`src/rtl/irqmir_pkg.sv`:
```
package irqmir_pkg;

    localparam int NCH        = 2;
    localparam int ADDR_W     = 8;
    localparam int CFG_BYTES  = 4;
    localparam int LEN_W      = $clog2(CFG_BYTES + 1);
    localparam int DATA_W     = 8 * CFG_BYTES;

    localparam logic [ADDR_W-1:0] OFS_STAT0 = 8'h50;
    localparam logic [ADDR_W-1:0] OFS_STAT1 = 8'h57;
    localparam logic [ADDR_W-1:0] OFS_MODE  = 8'h71;

    localparam int STAT0_BIT  = 2;
    localparam int STAT1_BIT  = 4;
    localparam int MFLAG_LSB  = 2;
    localparam int MBLK_LSB   = 4;

    typedef struct packed {
        logic [NCH-1:0] stat_flag;
        logic [NCH-1:0] mode_flag;
        logic [NCH-1:0] blk;
    } irq_state_t;

    function automatic logic [ADDR_W-1:0] stat_ofs(input int ch);
        return (ch == 0) ? OFS_STAT0 : OFS_STAT1;
    endfunction

    function automatic logic [7:0] stat_mask(input int ch);
        return (ch == 0) ? (8'h01 << STAT0_BIT) : (8'h01 << STAT1_BIT);
    endfunction

    function automatic logic [7:0] mflag_mask(input int ch);
        return 8'h01 << (MFLAG_LSB + ch);
    endfunction

    function automatic logic [7:0] mode_byte(input irq_state_t s);
        logic [7:0] b;
        b = '0;
        for (int c = 0; c < NCH; c++) begin
            b[MFLAG_LSB + c] = s.mode_flag[c];
            b[MBLK_LSB + c]  = s.blk[c];
        end
        return b;
    endfunction

endpackage

```
`src/rtl/irqmir_cfg_decode.sv`:
```
module irqmir_cfg_decode
    import irqmir_pkg::*;
#(
    parameter int NBYTES = CFG_BYTES,
    localparam int LW    = $clog2(NBYTES + 1)
) (
    input  logic                  clk,
    input  logic                  rst,
    input  logic                  wr_en,
    input  logic [ADDR_W-1:0]     wr_addr,
    input  logic [LW-1:0]         wr_len,
    input  logic [8*NBYTES-1:0]   wr_data,
    output logic [NCH-1:0]        clr_stat,
    output logic [NCH-1:0]        clr_mode,
    output logic [NBYTES-1:0]     hit_stat,
    output logic [NBYTES-1:0]     hit_mode
);

    logic [NCH-1:0] clr_stat_b [NBYTES];
    logic [NCH-1:0] clr_mode_b [NBYTES];

    for (genvar b = 0; b < NBYTES; b++) begin : g_lane
        logic [ADDR_W-1:0] lane_addr;
        logic              lane_act;
        logic [7:0]        lane_data;

        assign lane_addr = wr_addr + ADDR_W'(b);
        assign lane_act  = wr_en && (LW'(b) < wr_len);
        assign lane_data = wr_data[8*b +: 8];

        assign hit_stat[b] = lane_act &&
                             ((lane_addr == OFS_STAT0) || (lane_addr == OFS_STAT1));
        assign hit_mode[b] = lane_act && (lane_addr == OFS_MODE);

        for (genvar c = 0; c < NCH; c++) begin : g_ch
            assign clr_stat_b[b][c] = lane_act && (lane_addr == stat_ofs(c)) &&
                                      (|(lane_data & stat_mask(c)));
            assign clr_mode_b[b][c] = hit_mode[b] && (|(lane_data & mflag_mask(c)));
        end
    end

    always_comb begin
        clr_stat = '0;
        clr_mode = '0;
        for (int b = 0; b < NBYTES; b++) begin
            clr_stat |= clr_stat_b[b];
            clr_mode |= clr_mode_b[b];
        end
    end

    // the write length must stay within the port width
    assert_len_legal_R8: assert property (@(posedge clk) disable iff (rst)
        wr_en |-> (wr_len >= LW'(1)) && (wr_len <= LW'(NBYTES)));

    // a lane outside the written range never produces a hit
    assert_no_hit_idle_R10: assert property (@(posedge clk) disable iff (rst)
        !wr_en |-> (hit_stat == '0) && (hit_mode == '0) &&
                   (clr_stat == '0) && (clr_mode == '0));

endmodule

```
`src/rtl/irqmir_state.sv`:
```
module irqmir_state
    import irqmir_pkg::*;
#(
    parameter int NBYTES = CFG_BYTES
) (
    input  logic              clk,
    input  logic              rst,
    input  logic [NCH-1:0]    evt_valid,
    input  logic [NCH-1:0]    evt_level,
    input  logic [NCH-1:0]    clr_stat,
    input  logic [NCH-1:0]    clr_mode,
    input  logic [NBYTES-1:0] hit_stat,
    input  logic [NBYTES-1:0] hit_mode,
    input  logic              cfg_wr_en,
    input  logic              dma_wr_en,
    input  logic [7:0]        dma_wr_data,
    output irq_state_t        state_q,
    output logic              irq_q
);

    irq_state_t stage [NBYTES+1];
    irq_state_t after_dma;
    irq_state_t state_d;
    logic       irq_d;

    // Step 1: all write-one-to-clear effects of the configuration write
    always_comb begin
        stage[0] = state_q;
        stage[0].stat_flag = state_q.stat_flag & ~clr_stat;
        stage[0].mode_flag = state_q.mode_flag & ~clr_mode;
    end

    // Step 2: per covered byte, ascending address, copy in the right direction
    for (genvar b = 0; b < NBYTES; b++) begin : g_mirror
        always_comb begin
            stage[b+1] = stage[b];
            if (hit_stat[b]) begin
                stage[b+1].mode_flag = stage[b].stat_flag;
            end else if (hit_mode[b]) begin
                stage[b+1].stat_flag = stage[b].mode_flag;
            end
        end
    end

    // Step 3: DMA-window write replaces only the block field of the mode byte
    always_comb begin
        logic [7:0] cur_mode;
        logic [7:0] new_mode;
        after_dma = stage[NBYTES];
        cur_mode  = mode_byte(stage[NBYTES]);
        new_mode  = (cur_mode & ~8'h30) | (dma_wr_data & 8'h30);
        if (dma_wr_en) begin
            after_dma.blk = new_mode[MBLK_LSB +: NCH];
        end
    end

    // Step 4: channel events have the last word and update both copies
    always_comb begin
        state_d = after_dma;
        for (int c = 0; c < NCH; c++) begin
            if (evt_valid[c]) begin
                state_d.mode_flag[c] = evt_level[c];
                state_d.stat_flag[c] = evt_level[c];
            end
        end
        irq_d = |(state_d.mode_flag & ~state_d.blk);
    end

    always_ff @(posedge clk) begin
        if (rst) begin
            state_q <= '0;
            irq_q   <= 1'b0;
        end else begin
            state_q <= state_d;
            irq_q   <= irq_d;
        end
    end

    // reset clears everything and drops the line
    assert_reset_clear_R1: assert property (@(posedge clk)
        rst |=> (state_q == '0) && !irq_q);

    // both copies of every flag stay equal
    assert_copies_equal_R2: assert property (@(posedge clk) disable iff (rst)
        state_q.stat_flag == state_q.mode_flag);

    for (genvar c = 0; c < NCH; c++) begin : g_evt_chk
        // an event decides the flag whatever else happens in the cycle
        assert_evt_wins_R9: assert property (@(posedge clk) disable iff (rst)
            evt_valid[c] |=> state_q.mode_flag[c] == $past(evt_level[c]));
    end

    // a fully blocked controller never raises the line
    assert_blocked_quiet_R3: assert property (@(posedge clk) disable iff (rst)
        (&state_q.blk) |-> !irq_q);

    // without any source active the line holds its level
    assert_line_holds_R3: assert property (@(posedge clk) disable iff (rst)
        (!cfg_wr_en && !dma_wr_en && (evt_valid == '0)) |=> $stable(irq_q));

    // a lone DMA-window write never touches the flags
    assert_dma_keeps_flags_R7: assert property (@(posedge clk) disable iff (rst)
        (dma_wr_en && !cfg_wr_en && (evt_valid == '0)) |=>
            $stable(state_q.mode_flag) && $stable(state_q.stat_flag));

    // configuration writes alone never change block bits nor set a flag
    assert_cfg_no_set_R6: assert property (@(posedge clk) disable iff (rst)
        (cfg_wr_en && !dma_wr_en && (evt_valid == '0)) |=>
            $stable(state_q.blk) &&
            ((state_q.mode_flag & ~$past(state_q.mode_flag)) == '0));

endmodule

```
`src/rtl/irqmir_readback.sv`:
```
module irqmir_readback
    import irqmir_pkg::*;
(
    input  irq_state_t        state,
    input  logic [ADDR_W-1:0] rd_addr,
    output logic [7:0]        rd_data
);

    logic [7:0] stat_byte [NCH];

    for (genvar c = 0; c < NCH; c++) begin : g_stat
        assign stat_byte[c] = state.stat_flag[c] ? stat_mask(c) : 8'h00;
    end

    always_comb begin
        rd_data = 8'h00;
        for (int c = 0; c < NCH; c++) begin
            if (rd_addr == stat_ofs(c)) begin
                rd_data = stat_byte[c];
            end
        end
        if (rd_addr == OFS_MODE) begin
            rd_data = mode_byte(state);
        end
    end

endmodule

```
`src/rtl/dual_irq_mirror.sv`:
```
module dual_irq_mirror
    import irqmir_pkg::*;
(
    input  logic                  clk,
    input  logic                  rst,
    input  logic [NCH-1:0]        evt_valid,
    input  logic [NCH-1:0]        evt_level,
    input  logic                  cfg_wr_en,
    input  logic [ADDR_W-1:0]     cfg_wr_addr,
    input  logic [LEN_W-1:0]      cfg_wr_len,
    input  logic [DATA_W-1:0]     cfg_wr_data,
    input  logic                  dma_mode_wr_en,
    input  logic [7:0]            dma_mode_wr_data,
    input  logic [ADDR_W-1:0]     cfg_rd_addr,
    output logic [7:0]            cfg_rd_data,
    output logic                  irq_out
);

    logic [NCH-1:0]       clr_stat;
    logic [NCH-1:0]       clr_mode;
    logic [CFG_BYTES-1:0] hit_stat;
    logic [CFG_BYTES-1:0] hit_mode;
    irq_state_t           state_q;

    irqmir_cfg_decode #(.NBYTES(CFG_BYTES)) u_dec (
        .clk      (clk),
        .rst      (rst),
        .wr_en    (cfg_wr_en),
        .wr_addr  (cfg_wr_addr),
        .wr_len   (cfg_wr_len),
        .wr_data  (cfg_wr_data),
        .clr_stat (clr_stat),
        .clr_mode (clr_mode),
        .hit_stat (hit_stat),
        .hit_mode (hit_mode)
    );

    irqmir_state #(.NBYTES(CFG_BYTES)) u_state (
        .clk         (clk),
        .rst         (rst),
        .evt_valid   (evt_valid),
        .evt_level   (evt_level),
        .clr_stat    (clr_stat),
        .clr_mode    (clr_mode),
        .hit_stat    (hit_stat),
        .hit_mode    (hit_mode),
        .cfg_wr_en   (cfg_wr_en),
        .dma_wr_en   (dma_mode_wr_en),
        .dma_wr_data (dma_mode_wr_data),
        .state_q     (state_q),
        .irq_q       (irq_out)
    );

    irqmir_readback u_rb (
        .state   (state_q),
        .rd_addr (cfg_rd_addr),
        .rd_data (cfg_rd_data)
    );

    // a write outside the three registers leaves the line alone
    assert_foreign_write_R10: assert property (@(posedge clk) disable iff (rst)
        (cfg_wr_en && !dma_mode_wr_en && (evt_valid == '0) &&
         (hit_stat == '0) && (hit_mode == '0)) |=> $stable(irq_out));

endmodule

```
`config.mk`:
```
export PLATFORM = sky130hd
export DESIGN_NAME = dual_irq_mirror
export DESIGN_NICKNAME = d
export VERILOG_FILES = /design/src/rtl/irqmir_pkg.sv /design/src/rtl/irqmir_cfg_decode.sv /design/src/rtl/irqmir_state.sv /design/src/rtl/irqmir_readback.sv /design/src/rtl/dual_irq_mirror.sv
export SDC_FILE = /design/constraint.sdc
export NUM_CORES = 1
export LEC_CHECK = 0
export ABC_AREA = 1
export BUFFER_PORTS_ARGS = -buffer_cell sky130_fd_sc_hd__buf_2
export CAP_MARGIN = 20
export CORE_MARGIN = 2
export CORE_UTILIZATION = 47
export CTS_CLUSTER_SIZE = 28
export DETAILED_ROUTE_END_ITERATION = 16
export PLACE_DENSITY_LB_ADDON = 0.12
export SLEW_MARGIN = 20
export SYNTH_ARGS = -nofsm -noshare
export SYNTH_HDL_FRONTEND = slang
export SYNTH_SLANG_ARGS = --single-unit
```
`constraint.sdc`:
```
create_clock -name clk -period 3.15 [get_ports clk]
set_clock_uncertainty 0.05 [all_clocks]
set_input_delay 0.63 -clock clk [delete_from_list [all_inputs] [get_ports clk]]
set_output_delay 0.63 -clock clk [all_outputs]
set_load 0.05 [all_outputs]
```
==> summary.md <==
| Metric | Value |
|---|---|
| Clock Path Buffers | 2 |
| Vias | between 1,500 and 2,000 |
| DR iter-0 viols | between 100 and 150 |
| Antenna-violating nets left | 0 |
| Switching Share | 0.431 |
| RSZ-0062 raised after global routing | no |
| Fraction of registers with async set/reset | 0 |
| Worst rel slew slack | 0.670 |
| Period utilization | 0.863 |
| Final setup vio count | 0 |
| Layout net count | 421 |
| Fraction of layout instances using a drive strength above 1 | 0.179 |
| Crit start category | primary input |
| Synthesized flop and latch total | 7 |
| Sink Count | 7 |
| Fill count | 365 |
| Post-Layout Cell Count | 395 |
| Vias in the first global route | 1,640 |
| Largest net degree at the start of global routing | 12 |
| Status | finished clean |
| First-pass GRT wire length | between 6 and 7 mm |
| Die X | 60.7 microns |
| Maximum Capacitance Violations | 0 |
| Tightest Hold Check Type | reg -> reg |
| Crit path kind | in -> reg |
| YS warnings | 0 |
| DRC viols | 0 |
| Worst EP arrival | 2.82 ns |
| Post-layout util | 0.582 |
| Storage cell area | roughly 140 sq um |
| Routed vias/inst | ~5 |
| GR Util All Layers | 0.245 |
| Syn Inst Count | 307 |
| Die height | 60.7 microns |
| Syn-to-layout area delta | 17.4% |
| First-pass DRT Iterations | 4 |
| Port buffer count | 45 |
| TritonCTS clock tree | yes |
| DRT Wirelength | approximately 4.2 mm |
| Seq/Total Area, Yosys | 0.0926 |
| Antenna cell count | 0 |
| Latest clock arrival within the worst-skew pair | approximately 0.25 ns |
| Synthesized area per cell | slightly below 5 sq um |
| Worst setup EP type | register |
| Root buffer cell | clkbuf_4 |
| Post-CTS Repair Setup Buffers | 0 |
| GR Overflow Total | 0 |
| Req. time, crit path | 3.25 ns |
| Hold buffers post-CTS | 0 |
| Crit path max fanout | 10 |
| Initial core utilization | 0.495 |
| Clock Power Share | 0.241 |
| P_leak | 1.00 nW |
| Initial antenna violation count | 0 |
| Drt wl/cell | 10.6 microns |
| Final TNS setup | 0 ns |
| Final HPWL DP | ~3.6 mm |
| Clock buffer count from CTS | 3 |
| # IOs | 76 |
| Final hold slack | 0.542 ns |
| Peak supply drop | around 220 uV |
| Maximum clock frequency | 368 MHz |
| Max-slew violations | 0 |
| Worst-Margin Slew | between 0.4 and 0.5 ns |
| Final worst path period need | 2.72 ns |
| Worst-path clk slew | approximately 0.050 ns |
| Design Area, Final | 1780 sq um |
| Cell-internal power | 0.195 mW |
| # rows | 20 |
| Most frequent cells in the layout | nand2_1 (92), nand3_1 (61), inv_1 (50), buf_2 (45), nor2_1 (30) |
| H-tree depth reported by CTS | 1 |
| Combinational group share of total power | 0.478 |
| Number of synthesized flops with an enable pin | 0 |
| Switching power | 0.148 mW |
| Cell variety after synth | 23 |
| Resized cells post-CTS | 0 |
| Final hold vios | 0 |
| Placement Cell Area | around 1700 sq um |
| Dpl cells | 391 |
| Most common cell after layout, fill and taps aside | nand2_1 |
| Most used flip-flop cell after synthesis | dfxtp_1 |
| Die Area | 3690 sq um |
| Sequential power share | 0.281 |
| Multi-input logic area | 1130 sq um |
| PwrDens | 193 nW/um^2 |
| Synth Cell Area | 1510 sq um |
| Core Box Area | 3050 sq um |
| Gpl congestion | 0.968 |
[synth_stat cells, drive strengths merged (2+ instances only)]
| cell | number | area (sq um) |
|---|---|---|
| nand2 | 96 | 370 |
| nand4 | 16 | 100 |
| o21ai | 8 | 40.0 |
| buf | 7 | 50.0 |
| ha | 2 | 25.0 |
| nor2 | 39 | 189 |
| nor3 | 7 | 35.0 |
| inv | 52 | 195 |
| dfxtp | 7 | 140 |
| nand3 | 61 | 305 |
| a21oi | 6 | 30.0 |
[state kept, by name, indices dropped and copies added, names as in the netlist]
name / count
u_state.irq_q: 1
u_state.state_q: 6
[worst max-delay path: stages]
cell and delay [ns]:
buf_2 0.19, ha_1 0.34, inv_1 0.11, nand2_1 0.20, nand2_1 0.08, nand2_1 0.06
nand2_1 0.08, nor2_4 0.19, nand4_1 0.10, nand2_1 0.09, nor2_1 0.06, nand2_1 0.07
nand3_1 0.09, nand3_1 0.13, nand3_1 0.08, nand3_1 0.11, nand2_1 0.08, nand3_1 0.07
nand2_1 0.05
[cell type report]
cell class,instances,share of cell area
multi-input cells,242,0.636
repair buffers,45,0.127
inverters,53,0.112
flip-flops and latches,7,0.0789
well taps,44,0.0310
clock buffers,4,0.0148
[per-stage QoR]
stage / worst slack, ns / total power, mW
floorplan: 0.400 / 0.213
global placement: 0.230 / 0.259
detailed placement: 0.222 / 0.260
CTS: 0.493 / 0.347
global route: 0.120 / 0.374
finish: 0.431 / 0.343
[cells by family (layout without fill, tap and decap cells)]
family | count (synthesis) | after routing | synth area share
other | 1 | 4 | 0.00248
buffers and inverters | 61 | 102 | 0.168
AND/OR/NAND/NOR | 221 | 221 | 0.670
AO/OA/AOI/OAI | 15 | 15 | 0.0505
adder cells (fa/ha/maj) | 2 | 2 | 0.0165
flip-flops | 7 | 7 | 0.0926
[power by group through the flow]
| stage | Combinational [mW] | Clock [mW] | Sequential, mW |
|---|---|---|---|
| after floorplan | 0.111 | 0 | 0.102 |
| after global placement | 0.161 | 0 | 0.0981 |
| after detailed placement | 0.162 | 0 | 0.0981 |
| after CTS | 0.163 | 0.0873 | 0.0964 |
| after global routing | 0.187 | 0.0905 | 0.0970 |
| final | 0.164 | 0.0828 | 0.0964 |
[routing by layer]
layer,up-vias,track usage,share of wire
li1,1074,-,-
met1,845,0.361,0.48
met2,68,0.381,0.44
met3,2,0.0384,0.076
met4,0,0.0435,0.0031
met5,-,0,0
[path summary, 6_finish.rpt]
check | start | slack, ns | to | cells past startpoint
hold reg to reg | u_state.state_q[0]$_SDFF_PP0_ | 0.54 | u_state.state_q[0]$_SDFF_PP0_ | 4
setup reg to reg | u_state.state_q[5]$_SDFF_PP0_ | 1.64 | u_state.irq_q$_SDFF_PP0_ | 12
setup / recovery | cfg_wr_addr[1] | 0.43 | u_state.irq_q$_SDFF_PP0_ | 19
hold / removal | u_state.state_q[0]$_SDFF_PP0_ | 0.54 | u_state.state_q[0]$_SDFF_PP0_ | 4
Power figures use the tool's default switching activity.
